===== src/rtl/wlp_pkg.sv =====
package wlp_pkg;
    localparam int CODE_W  = 9;
    localparam int ATTR_W  = 4;
    localparam int ENTRY_W = CODE_W + ATTR_W;

    typedef enum logic [1:0] {
        K_SKIP = 2'd0,
        K_CHAR = 2'd1,
        K_LEND = 2'd2,
        K_WEND = 2'd3
    } kind_e;

    typedef enum logic [1:0] {
        ST_IDLE      = 2'd0,
        ST_READ_SL   = 2'd1,
        ST_READ_CHAR = 2'd2,
        ST_DONE      = 2'd3
    } state_e;

    typedef struct packed {
        kind_e               kind;
        logic [CODE_W-1:0]   code;
        logic [ATTR_W-1:0]   attr;
    } item_t;
endpackage


===== src/rtl/wlp_classify.sv =====
module wlp_classify
    import wlp_pkg::*;
#(
    parameter logic [CODE_W-1:0] EOL_CODE = 9'h1FE
) (
    input  logic [ENTRY_W-1:0] entry,
    input  logic               sl_slot,
    output item_t              item,
    output logic               is_eos,
    output logic               is_eol
);
    logic [CODE_W-1:0] code_w;
    logic [ATTR_W-1:0] attr_w;

    assign code_w = entry[CODE_W-1:0];
    assign attr_w = entry[ENTRY_W-1:CODE_W];

    always_comb begin
        is_eos = !sl_slot && (code_w == '0);
        is_eol = !sl_slot && (code_w == EOL_CODE);
        if (sl_slot) begin
            item = '{kind: K_SKIP, code: code_w, attr: attr_w};
        end else if (is_eos) begin
            item = '{kind: K_WEND, code: '0, attr: '0};
        end else if (is_eol) begin
            item = '{kind: K_LEND, code: '0, attr: '0};
        end else begin
            item = '{kind: K_CHAR, code: code_w, attr: attr_w};
        end
    end
endmodule


===== src/rtl/wlp_ctrl.sv =====
module wlp_ctrl
    import wlp_pkg::*;
#(
    parameter int ADDR_W = 9
) (
    input  logic              clk,
    input  logic              rst_n,
    input  logic              start,
    input  logic              slot_free,
    input  item_t             item_in,
    input  logic              is_eos,
    input  logic              is_eol,
    output logic [ADDR_W-1:0] rd_addr,
    output logic              sl_slot,
    output logic              load,
    output item_t             load_item,
    output logic              overflow
);
    localparam logic [ADDR_W-1:0] LAST = '1;

    typedef struct packed {
        state_e            state;
        logic [ADDR_W-1:0] addr;
        logic              lat;
        logic              pend;
        logic              ovf;
    } ctrl_t;

    ctrl_t ctl_d, ctl_q;

    always_comb begin
        ctl_d     = ctl_q;
        load      = 1'b0;
        load_item = item_in;
        if (start) begin
            ctl_d.state = ST_READ_SL;
            ctl_d.addr  = '0;
            ctl_d.lat   = 1'b1;
            ctl_d.pend  = 1'b0;
            ctl_d.ovf   = 1'b0;
        end else begin
            unique case (ctl_q.state)
                ST_READ_SL, ST_READ_CHAR: begin
                    if (ctl_q.lat) begin
                        ctl_d.lat = 1'b0;
                    end else if (slot_free) begin
                        load = 1'b1;
                        if (ctl_q.state == ST_READ_CHAR && is_eos) begin
                            ctl_d.state = ST_DONE;
                        end else begin
                            if (ctl_q.state == ST_READ_SL) begin
                                ctl_d.state = ST_READ_CHAR;
                            end else if (is_eol) begin
                                ctl_d.state = ST_READ_SL;
                            end
                            if (ctl_q.addr == LAST) begin
                                ctl_d.state = ST_DONE;
                                ctl_d.pend  = 1'b1;
                            end else begin
                                ctl_d.addr = ctl_q.addr + 1'b1;
                                ctl_d.lat  = 1'b1;
                            end
                        end
                    end
                end
                ST_DONE: begin
                    if (ctl_q.pend && slot_free) begin
                        load       = 1'b1;
                        load_item  = '{kind: K_WEND, code: '0, attr: '0};
                        ctl_d.pend = 1'b0;
                        ctl_d.ovf  = 1'b1;
                    end
                end
                default: ;
            endcase
        end
    end

    always_ff @(posedge clk or negedge rst_n) begin
        if (!rst_n) begin
            ctl_q <= '{state: ST_IDLE, addr: '0, lat: 1'b0, pend: 1'b0, ovf: 1'b0};
        end else begin
            ctl_q <= ctl_d;
        end
    end

    assign rd_addr  = ctl_q.addr;
    assign sl_slot  = (ctl_q.state == ST_READ_SL);
    assign overflow = ctl_q.ovf;


    no_wrap_chk: assert property (@(posedge clk) disable iff (!rst_n)
        (ctl_q.addr == LAST && !start) |=> (ctl_q.addr == LAST));


    done_sticky_chk: assert property (@(posedge clk) disable iff (!rst_n)
        (ctl_q.state == ST_DONE && !start) |=> (ctl_q.state == ST_DONE));
endmodule


===== src/rtl/wlp_outreg.sv =====
module wlp_outreg
    import wlp_pkg::*;
(
    input  logic  clk,
    input  logic  rst_n,
    input  logic  flush,
    input  logic  load,
    input  item_t item_in,
    input  logic  ready,
    output logic  valid,
    output item_t item,
    output logic  free
);
    typedef struct packed {
        logic  valid;
        item_t item;
    } slot_t;

    slot_t slot_d, slot_q;

    assign free = !slot_q.valid || ready;

    always_comb begin
        slot_d = slot_q;
        if (flush) begin
            slot_d.valid = 1'b0;
        end else if (load) begin
            slot_d.valid = 1'b1;
            slot_d.item  = item_in;
        end else if (ready) begin
            slot_d.valid = 1'b0;
        end
    end

    always_ff @(posedge clk or negedge rst_n) begin
        if (!rst_n) begin
            slot_q <= '{valid: 1'b0, item: '{kind: K_SKIP, code: '0, attr: '0}};
        end else begin
            slot_q <= slot_d;
        end
    end

    assign valid = slot_q.valid;
    assign item  = slot_q.item;


    stall_hold_chk: assert property (@(posedge clk) disable iff (!rst_n)
        (slot_q.valid && !ready && !flush) |=> (slot_q.valid && $stable(slot_q.item)));
endmodule


===== src/rtl/wlp_top.sv =====
module wlp_top
    import wlp_pkg::*;
#(
    parameter int                ADDR_W   = 9,
    parameter logic [CODE_W-1:0] EOL_CODE = 9'h1FE
) (
    input  logic               clk,
    input  logic               rst_n,
    input  logic               start,
    output logic [ADDR_W-1:0]  rd_addr,
    input  logic [ENTRY_W-1:0] rd_data,
    output logic               out_valid,
    input  logic               out_ready,
    output logic [1:0]         out_kind,
    output logic [CODE_W-1:0]  out_code,
    output logic [ATTR_W-1:0]  out_attr,
    output logic               overflow
);
    item_t dec_item, load_item, out_item;
    logic  dec_eos, dec_eol, sl_slot, load, slot_free;

    wlp_classify #(.EOL_CODE(EOL_CODE)) u_classify (
        .entry   (rd_data),
        .sl_slot (sl_slot),
        .item    (dec_item),
        .is_eos  (dec_eos),
        .is_eol  (dec_eol)
    );

    wlp_ctrl #(.ADDR_W(ADDR_W)) u_ctrl (
        .clk       (clk),
        .rst_n     (rst_n),
        .start     (start),
        .slot_free (slot_free),
        .item_in   (dec_item),
        .is_eos    (dec_eos),
        .is_eol    (dec_eol),
        .rd_addr   (rd_addr),
        .sl_slot   (sl_slot),
        .load      (load),
        .load_item (load_item),
        .overflow  (overflow)
    );

    wlp_outreg u_outreg (
        .clk     (clk),
        .rst_n   (rst_n),
        .flush   (start),
        .load    (load),
        .item_in (load_item),
        .ready   (out_ready),
        .valid   (out_valid),
        .item    (out_item),
        .free    (slot_free)
    );

    assign out_kind = out_item.kind;
    assign out_code = out_item.code;
    assign out_attr = out_item.attr;


    win_end_last_chk: assert property (@(posedge clk) disable iff (!rst_n)
        (out_valid && out_ready && out_kind == K_WEND && !start) |=> !out_valid);


    ovf_with_end_chk: assert property (@(posedge clk) disable iff (!rst_n)
        $rose(overflow) |-> (out_valid && out_kind == K_WEND));
endmodule


===== config.mk =====
export PLATFORM = sky130hd
export DESIGN_NAME = wlp_top
export DESIGN_NICKNAME = d
export VERILOG_FILES = /design/src/rtl/wlp_pkg.sv /design/src/rtl/wlp_classify.sv /design/src/rtl/wlp_ctrl.sv /design/src/rtl/wlp_outreg.sv /design/src/rtl/wlp_top.sv
export SDC_FILE = /design/constraint.sdc
export NUM_CORES = 1
export LEC_CHECK = 0
export ABC_AREA = 1
export BUFFER_PORTS_ARGS = -buffer_cell sky130_fd_sc_hd__buf_2
export CORE_AREA = 2 2 65 67
export CTS_CLUSTER_SIZE = 12
export DETAILED_ROUTE_END_ITERATION = 10
export DIE_AREA = 0 0 67 69
export PLACE_DENSITY = 0.73
export RECOVER_POWER = 50
export SLEW_MARGIN = 15
export SYNTH_ARGS = -nofsm -noshare
export SYNTH_HDL_FRONTEND = slang
export SYNTH_SLANG_ARGS = --single-unit

===== constraint.sdc =====
create_clock -name clk -period 1.89 [get_ports clk]
set_input_delay 0.4725 -clock clk [delete_from_list [all_inputs] [get_ports clk]]
set_output_delay 0.4725 -clock clk [all_outputs]
set_load 0.01 [all_outputs]

==> results_tabular.tex, run 1 <==
\begin{tabular}{lr}
\hline
Metric & Value \\
\hline
\multicolumn{2}{l}{\textbf{Status}} \\
Run status & finished, final reports clean \\
\multicolumn{2}{l}{\textbf{Min path}} \\
Path class of the lowest-slack min-delay path & primary input to async pin \\
\multicolumn{2}{l}{\textbf{Placed design}} \\
GP Congestion & 0.843 \\
Count of input and output buffers & 42 \\
DPL Wire Length & 2960 um \\
Number of cells after detailed placement & 324 \\
Worst setup slack before clock tree synthesis & -0.0109 ns \\
\multicolumn{2}{l}{\textbf{Cells and area}} \\
Final cell count without fillers & 335 \\
Post-layout utilization of the core & 58.1\% \\
Area taken by flip-flops and latches & 751 um\^{}2 \\
Number of diodes & 0 \\
Share of post-route cells with drive strength above 1 & 33.7\% \\
Area growth syn-to-layout & 27.2\% \\
Filler Cells Inserted & 375 \\
Area of combinational cells with multiple inputs & 926 um\^{}2 \\
Net count of the finished layout & 307 \\
\multicolumn{2}{l}{\textbf{Routing}} \\
WL final & 4060 um \\
Avg Vias per Cell & 4.84 \\
Mean routed wirelength per cell & 12.1 um \\
Count of TritonRoute iterations in the first routing pass & 4 \\
Count of routing violations after the opening detailed-route iteration & 70 \\
DRC violations left & 0 \\
Routed Antenna Nets & 0 \\
Vias after detailed routing & 1623 \\
\multicolumn{2}{l}{\textbf{Logic synthesis}} \\
Number of nets produced by synthesis & 255 \\
Cell variety after synth & 27 \\
Proportion of netlist area held by the largest area contributor & 42.0\% \\
Top flip-flop cell by instance count after synthesis & sky130\_fd\_sc\_hd\_\_dfrtp\_1 \\
Main area contributors after synthesis & sky130\_fd\_sc\_hd\_\_dfrtp\_1 42\%, sky130\_fd\_sc\_hd\_\_nand2\_1 15\%, sky130\_fd\_sc\_hd\_\_nand3\_1 7.3\%, sky130\_fd\_sc\_hd\_\_nor2\_1 5.0\%, sky130\_fd\_sc\_hd\_\_inv\_1 4.6\% \\
Share of flip-flops with an asynchronous set or reset & 100\% \\
Syn Inst Count & 232 \\
Post-synth EDFFs & 0 \\
Ys Warns & 0 \\
Dominant cell type by area after synthesis & sky130\_fd\_sc\_hd\_\_dfrtp\_1 \\
Synth Area per Inst & 7.70 um\^{}2 \\
Register bit count reported by yosys & 30 \\
Seq/Total Area, Yosys & 42.0\% \\
Total standard cell area after synthesis & 1790 um\^{}2 \\
\multicolumn{2}{l}{\textbf{STA}} \\
Max frequency & 536 MHz \\
Worst-Margin Slew & 0.749 ns \\
Setup violators final & 0 \\
Total negative setup slack & 0 ns \\
Crit share post-route & 98.8\% \\
Setup repair after global routing missed its margin & yes \\
Worst rel slew slack & 50.1\% \\
Final critical-path setup slack & 0.0227 ns \\
Time the final worst path needs with I/O delays and setup & 1.87 ns \\
Pins Over Slew Limit & 0 \\
Number of endpoints with negative hold slack in the final report & 0 \\
Skew final & 0.00575 ns \\
\multicolumn{2}{l}{\textbf{Pwr}} \\
Cell internal power dissipation & 1.56 mW \\
Maximum vdd drop & 0.644 mV \\
Switching Share & 36.2\% \\
Pwr Density & 1080 nW/um\^{}2 \\
Final Power & 2.45 mW \\
Sequential Power Share & 38.4\% \\
Switching component of the power & 885 uW \\
Clock group share of total power & 26.0\% \\
Part of the power in combinational logic & 35.6\% \\
Leak Pwr & 1.29 nW \\
\multicolumn{2}{l}{\textbf{Worst setup path}} \\
Register-to-register setup slack & 0.02 ns \\
CP Capture Type & flip-flop \\
Critical path, cell by cell & ha\_2 > nand3\_4 > nor3b\_4 > nand2\_2 > nor2\_2 > ha\_2 > inv\_4 > buf\_4 > nand4\_1 > nor2\_1 > nand2\_1 > nand2\_1 \\
Maximum fanout count along the critical path & 7 \\
Slowest cell on the critical path & sky130\_fd\_sc\_hd\_\_dfrtp\_1 \\
Crit path DAT & 2.04 ns \\
Crit start category & flip-flop \\
Critical path's largest stage delay & 0.36 ns \\
Type of the worst setup path & flip-flop to flip-flop \\
Required @ worst endpoint & 2.06 ns \\
\multicolumn{2}{l}{\textbf{Clocking}} \\
Root buffer selected by CTS & sky130\_fd\_sc\_hd\_\_clkbuf\_8 \\
Htree depth & 2 \\
Quantity of hold-fixing buffers added after cts & 0 \\
Clock tree from TritonCTS & built \\
Worst-path clk slew & 0.07 ns \\
Clock Sink Count & 30 \\
Maximum root-to-sink buffer count & 2 \\
Number of buffers created by CTS & 5 \\
Clk Latency, worst-skew pair & 0.29 ns \\
\multicolumn{2}{l}{\textbf{GRT}} \\
Routing usage on met3 & 4.40\% \\
Met2 Use GR & 29.7\% \\
Initial antenna violation count & 0 \\
GR Layer Usage met1 & 21.4\% \\
Total routing usage reported by global routing & 17.5\% \\
Most crowded layer after global routing & met2 \\
Number of global-route vias before repair & 1454 \\
Global route overflow & 0 \\
First-pass GRT wire length & 6370 um \\
Pin count of the biggest net entering global routing & 31 \\
\multicolumn{2}{l}{\textbf{Job}} \\
Number of maximum-capacitance violations & 0 \\
\multicolumn{2}{l}{\textbf{Floorplan}} \\
Vertical die dimension & 69 um \\
Standard-cell row count & 23 \\
Initial standard-cell utilization of the core & 45.7\% \\
Die width & 67 um \\
\# IOs & 43 \\
Area of the core & 3910 um\^{}2 \\
Die area & 4620 um\^{}2 \\
\hline
\end{tabular}
==> cells in the final DEF (no fill, tap or decap) <==
cell type	synthesis	layout
sky130_fd_sc_hd__a21oi_1	1	1
sky130_fd_sc_hd__a21oi_2	1	1
sky130_fd_sc_hd__nand2_1	70	60
sky130_fd_sc_hd__nand4_1	4	4
sky130_fd_sc_hd__o21ai_0	6	4
sky130_fd_sc_hd__nand2_2	1	11
sky130_fd_sc_hd__clkbuf_2	0	1
sky130_fd_sc_hd__ha_1	6	4
sky130_fd_sc_hd__buf_2	1	34
sky130_fd_sc_hd__inv_4	0	2
sky130_fd_sc_hd__buf_4	9	13
sky130_fd_sc_hd__nand2_4	3	3
sky130_fd_sc_hd__dfrtp_1	30	30
sky130_fd_sc_hd__bufinv_16	0	1
sky130_fd_sc_hd__a22o_1	1	1
sky130_fd_sc_hd__nor2_4	1	1
sky130_fd_sc_hd__inv_2	7	6
sky130_fd_sc_hd__nand3_4	2	4
sky130_fd_sc_hd__inv_1	22	21
sky130_fd_sc_hd__nor2_8	1	1
sky130_fd_sc_hd__clkinv_2	1	2
sky130_fd_sc_hd__clkbuf_1	0	7
sky130_fd_sc_hd__o21ai_1	5	5
sky130_fd_sc_hd__nor2_1	24	23
sky130_fd_sc_hd__o21ai_2	0	2
sky130_fd_sc_hd__nor3_1	1	1
sky130_fd_sc_hd__inv_8	0	1
sky130_fd_sc_hd__nand3_1	26	24
sky130_fd_sc_hd__clkbuf_8	0	5
sky130_fd_sc_hd__nand3_2	3	3
sky130_fd_sc_hd__nor2_2	1	2
sky130_fd_sc_hd__nor3b_4	0	1
sky130_fd_sc_hd__ha_2	0	2
sky130_fd_sc_hd__xor2_1	3	3
sky130_fd_sc_hd__o31ai_1	1	1
==> layer usage <==
layer  wire length [um]  up-vias
met3                227        6
met5                  0        -
li1                   -      828
met4                 53        0
met1               1770      742
met2               2010       47
==> Yosys cell counts, types with 2 or more instances <==
master,n
sky130_fd_sc_hd__inv_2,7
sky130_fd_sc_hd__buf_4,9
sky130_fd_sc_hd__inv_1,22
sky130_fd_sc_hd__dfrtp_1,30
sky130_fd_sc_hd__ha_1,6
sky130_fd_sc_hd__nand4_1,4
sky130_fd_sc_hd__nand3_2,3
sky130_fd_sc_hd__nor2_1,24
sky130_fd_sc_hd__nand2_1,70
sky130_fd_sc_hd__o21ai_0,6
sky130_fd_sc_hd__xor2_1,3
sky130_fd_sc_hd__nand3_1,26
sky130_fd_sc_hd__nand3_4,2
sky130_fd_sc_hd__nand2_4,3
sky130_fd_sc_hd__o21ai_1,5
==> stage by stage <==
step | cell area, um^2 | hold slack [ns]
after CTS | 2180 | 0.244
after floorplan | 1790 | 0.177
after detailed placement | 2060 | 0.460
after global placement | 2060 | 0.457
final | 2270 | 0.244
after global routing | 2270 | 0.305
==> what timing repair did <==
| item | 4_1_cts | 5_1_grt |
|---|---|---|
| pin swaps | 0 | 8 |
| endpoints found under the setup margin | 8 | 13 |
| hold endpoints to repair | 0 | 0 |
| resized for setup | 2 | 27 |
| setup buffers | 0 | 3 |
==> flip-flops by register name (all words and copies together) (netlist names) <==
register         count
u_ctrl.ctl_q         4
u_ctrl.overflow      1
u_ctrl.rd_addr       9
u_outreg.item       15
u_outreg.valid       1
==> logic make-up (layout without fill, tap and decap cells) <==
kind of cell	after synthesis	in the layout	share of synthesized area [%]
fa+ha+maj	6	6	4.20
simple gates	138	138	37.1
xor+xnor	3	3	1.47
buf+inv	40	93	10.4
flops	30	30	42.0
compound gates	15	15	4.76
==> power groups by stage <==
| stage | logic (mW) | clock network (mW) | registers [mW] |
|---|---|---|---|
| floorplan | 0.460 | 0 | 1.02 |
| global route | 0.991 | 0.679 | 0.964 |
| global placement | 0.830 | 0 | 0.942 |
| CTS | 0.852 | 0.654 | 0.937 |
| detailed placement | 0.845 | 0 | 0.948 |
| finish | 0.872 | 0.636 | 0.940 |
==> final timing paths <==
check,startpoint,end,depth (start not counted)
max in group asynchronous,rst_n,u_ctrl.rd_addr[5]$_DFFE_PN0P_,1
min reg2reg,u_outreg.item[1]$_DFFE_PN0P_,u_outreg.item[1]$_DFFE_PN0P_,2
min in group clk,rd_data[9],u_outreg.item[0]$_DFFE_PN0P_,3
max,u_ctrl.rd_addr[1]$_DFFE_PN0P_,u_ctrl.rd_addr[2]$_DFFE_PN0P_,12
min,rst_n,u_outreg.item[4]$_DFFE_PN0P_,1
max reg2reg,u_ctrl.rd_addr[1]$_DFFE_PN0P_,u_ctrl.rd_addr[2]$_DFFE_PN0P_,12
==> critical path: cells and delay by family, from the launching register on <==
family        cells  cell delay (ns)
fa+ha+maj         2             0.43
simple gates      8             0.76
flops             1             0.36
buf+inv           2             0.19
==> final cells by class <==
type	instances	share of cell area, %
Sequential cell	30	33.0
Multi-Input combinational cell	162	40.7
Tap cell	50	2.75
Clock buffer	5	3.03
Timing Repair Buffer	55	13.2
Inverter	30	5.51
Clock inverter	3	1.76
No activity file was read; power rests on OpenSTA's default activity.
==> inputs of run 2 (changes only) <==
--- a/config.mk
+++ b/config.mk
@@ -8,6 +8,7 @@
 export ABC_AREA = 1
 export BUFFER_PORTS_ARGS = -buffer_cell sky130_fd_sc_hd__buf_2
 export CORE_AREA = 2 2 65 67
+export CTS_BUF_LIST = sky130_fd_sc_hd__clkbuf_16
 export CTS_CLUSTER_SIZE = 12
 export DETAILED_ROUTE_END_ITERATION = 10
 export DIE_AREA = 0 0 67 69
==> run 2 against run 1 <==
Net effect: first-iteration DRC count grew 8.6%; critical endpoint unchanged; final cell count stayed put; worst hold slack better by 0.012 ns; register-to-register slack hardly changed; count of clock-buffer cells in the layout stayed put; highest routed layer unchanged; clock skew decreased by 0.0019 ns; critical path depth is the same.
==> results_tabular.tex, run 2 (synthesized netlist as in run 1, its figures left out) <==
\begin{tabular}{lr}
\hline
Metric & Value \\
\hline
\multicolumn{2}{l}{\textbf{Status}} \\
Run status & finished, final reports clean (unchanged) \\
\multicolumn{2}{l}{\textbf{Floorplan}} \\
Die width & 67 um (unchanged) \\
Vertical die dimension & 69 um (unchanged) \\
Die area & 4620 um\^{}2 (unchanged) \\
Initial standard-cell utilization of the core & 45.7\% (unchanged) \\
Standard-cell row count & 23 (unchanged) \\
\# IOs & 43 (unchanged) \\
Area of the core & 3910 um\^{}2 (unchanged) \\
\multicolumn{2}{l}{\textbf{Routing}} \\
Avg Vias per Cell & 4.84 (about the same) \\
DRC violations left & 0 (unchanged) \\
WL final & 4120 um (was 4060 um) \\
Mean routed wirelength per cell & 12.3 um (was 12.1 um) \\
Count of routing violations after the opening detailed-route iteration & 76 (was 70) \\
Vias after detailed routing & 1620 (was 1623) \\
Routed Antenna Nets & 0 (unchanged) \\
Count of TritonRoute iterations in the first routing pass & 4 (unchanged) \\
\multicolumn{2}{l}{\textbf{Worst setup path}} \\
CP Capture Type & flip-flop (unchanged) \\
Register-to-register setup slack & 0.03 ns (was 0.02 ns) \\
Required @ worst endpoint & 2.06 ns (about the same) \\
Type of the worst setup path & flip-flop to flip-flop (unchanged) \\
Crit start category & flip-flop (unchanged) \\
Crit path DAT & 2.03 ns (was 2.04 ns) \\
Maximum fanout count along the critical path & 7 (unchanged) \\
\multicolumn{2}{l}{\textbf{Cells and area}} \\
Area growth syn-to-layout & 30.4\% (was 27.2\%) \\
Share of post-route cells with drive strength above 1 & 33.7\% (unchanged) \\
Most common cell after layout, fill and taps aside & sky130\_fd\_sc\_hd\_\_nand2\_1 (unchanged) \\
Number of diodes & 0 (unchanged) \\
Most used cells in the layout excluding fill and tap cells & 61 x sky130\_fd\_sc\_hd\_\_nand2\_1, 34 x sky130\_fd\_sc\_hd\_\_buf\_2, 30 x sky130\_fd\_sc\_hd\_\_dfrtp\_1 (was 60 x sky130\_fd\_sc\_hd\_\_nand2\_1, 34 x sky130\_fd\_sc\_hd\_\_buf\_2, 30 x sky130\_fd\_sc\_hd\_\_dfrtp\_1) \\
Number of flip-flops under the largest register name & 15 (unchanged) \\
Net count of the finished layout & 307 (unchanged) \\
\multicolumn{2}{l}{\textbf{Clocking}} \\
Quantity of hold-fixing buffers added after cts & 0 (unchanged) \\
Clock tree from TritonCTS & built (unchanged) \\
Htree depth & 2 (unchanged) \\
Clk Latency, worst-skew pair & 0.28 ns (was 0.29 ns) \\
Clock Sink Count & 30 (unchanged) \\
Number of buffers created by CTS & 5 (unchanged) \\
Worst-path clk slew & 0.05 ns (was 0.07 ns) \\
Maximum root-to-sink buffer count & 2 (unchanged) \\
Root buffer selected by CTS & sky130\_fd\_sc\_hd\_\_clkbuf\_16 (was sky130\_fd\_sc\_hd\_\_clkbuf\_8) \\
\multicolumn{2}{l}{\textbf{GRT}} \\
Number of global-route vias before repair & 1479 (was 1454) \\
Global route overflow & 0 (unchanged) \\
First-pass GRT wire length & 6470 um (was 6370 um) \\
Pin count of the biggest net entering global routing & 31 (unchanged) \\
Initial antenna violation count & 0 (unchanged) \\
Total routing usage reported by global routing & 18.1\% (was 17.5\%) \\
\multicolumn{2}{l}{\textbf{STA}} \\
Setup violators final & 0 (unchanged) \\
Total negative setup slack & 0 ns (unchanged) \\
Skew final & 0.00384 ns (was 0.00575 ns) \\
Setup repair after global routing missed its margin & yes (unchanged) \\
Max frequency & 536 MHz (about the same) \\
Worst rel slew slack & 49.9\% (was 50.1\%) \\
Crit share post-route & 98.6\% (was 98.8\%) \\
Worst-Margin Slew & 0.752 ns (was 0.749 ns) \\
Pins Over Slew Limit & 0 (unchanged) \\
Number of endpoints with negative hold slack in the final report & 0 (unchanged) \\
Time the final worst path needs with I/O delays and setup & 1.86 ns (was 1.87 ns) \\
\multicolumn{2}{l}{\textbf{Placed design}} \\
Count of input and output buffers & 42 (unchanged) \\
DPL Wire Length & 2960 um (unchanged) \\
GP Congestion & 0.843 (unchanged) \\
\multicolumn{2}{l}{\textbf{Pwr}} \\
Leak Pwr & 1.31 nW (was 1.29 nW) \\
Final Power & 2.72 mW (was 2.45 mW) \\
Maximum vdd drop & 0.622 mV (was 0.644 mV) \\
Pwr Density & 1170 nW/um\^{}2 (was 1080 nW/um\^{}2) \\
\multicolumn{2}{l}{\textbf{Min path}} \\
Path class of the lowest-slack min-delay path & primary input to async pin (unchanged) \\
\multicolumn{2}{l}{\textbf{Job}} \\
Number of maximum-capacitance violations & 0 (unchanged) \\
\hline
\end{tabular}
run 2: cell counts in the layout (fill, tap and decap cells not counted):
No cell type changed its count.
run 2: layer usage:
metal	routed length, um	GRT usage (%)	up-vias
li1	-	-	827
met4	58	6.12	0
met5	0	0	-
met3	228	4.89	8
met2	2050	30.8	41
met1	1780	21.5	744
run 2: power breakdown:
part / leakage, nW / switching (mW) / internal [mW] / total [mW]
sequential: 0.387 / 0.109 / 0.835 / 0.943
clock: 0.0836 / 0.281 / 0.615 / 0.896
combinational: 0.840 / 0.537 / 0.345 / 0.882
run 2: per-stage QoR:
stage	cells	hold slack, ns	area (um^2)	setup slack, ns	util (%)
finish	335	0.256	2330	0.0260	59.5
global route	335	0.319	2330	-0.112	59.5
CTS	332	0.257	2230	0.0638	57.0
detailed placement	324	0.460	2060	-0.0109	52.7
global placement	324	0.457	2060	0.0650	52.7
floorplan	232	0.177	1790	0.0427	-
run 2: worst paths after layout:
path / cells past startpoint / endpoint / from
max: 12 / u_ctrl.rd_addr[2]$_DFFE_PN0P_ / u_ctrl.rd_addr[1]$_DFFE_PN0P_
min: 1 / u_outreg.item[11]$_DFFE_PN0P_ / rst_n
max reg2reg: 12 / u_ctrl.rd_addr[2]$_DFFE_PN0P_ / u_ctrl.rd_addr[1]$_DFFE_PN0P_
min reg2reg: 2 / u_outreg.item[3]$_DFFE_PN0P_ / u_outreg.item[3]$_DFFE_PN0P_
max in group asynchronous: 1 / u_outreg.item[0]$_DFFE_PN0P_ / rst_n
min in group clk: 3 / u_outreg.item[0]$_DFFE_PN0P_ / rd_data[9]
run 2: final cells by class:
class                   count  area (um^2)
clock buffers               5          125
inverters                  30          125
repair buffers             55          299
fillers                   373         1580
clock inverters             3         40.0
flip-flops and latches     30          751
multi-input cells         162          927
well taps                  50         62.6
run 2: worst max-delay path: stages (launching register included):
cell                      delay, ns
sky130_fd_sc_hd__dfrtp_1       0.36
sky130_fd_sc_hd__ha_2          0.22
sky130_fd_sc_hd__nand3_4       0.08
sky130_fd_sc_hd__nor3b_4       0.24
sky130_fd_sc_hd__nand2_2       0.09
sky130_fd_sc_hd__nor2_2        0.12
sky130_fd_sc_hd__ha_2          0.21
sky130_fd_sc_hd__inv_4         0.06
sky130_fd_sc_hd__buf_4         0.13
sky130_fd_sc_hd__nand4_1       0.07
sky130_fd_sc_hd__nor2_1        0.04
sky130_fd_sc_hd__nand2_1       0.07
sky130_fd_sc_hd__nand2_1       0.05
run 2: timing repair:
action / in CTS / in global routing
resized for setup: 2 / 27
hold endpoints to repair: 0 / 0
pin swaps: 0 / 5
setup buffers: 0 / 3
setup endpoints to repair: 8 / 13
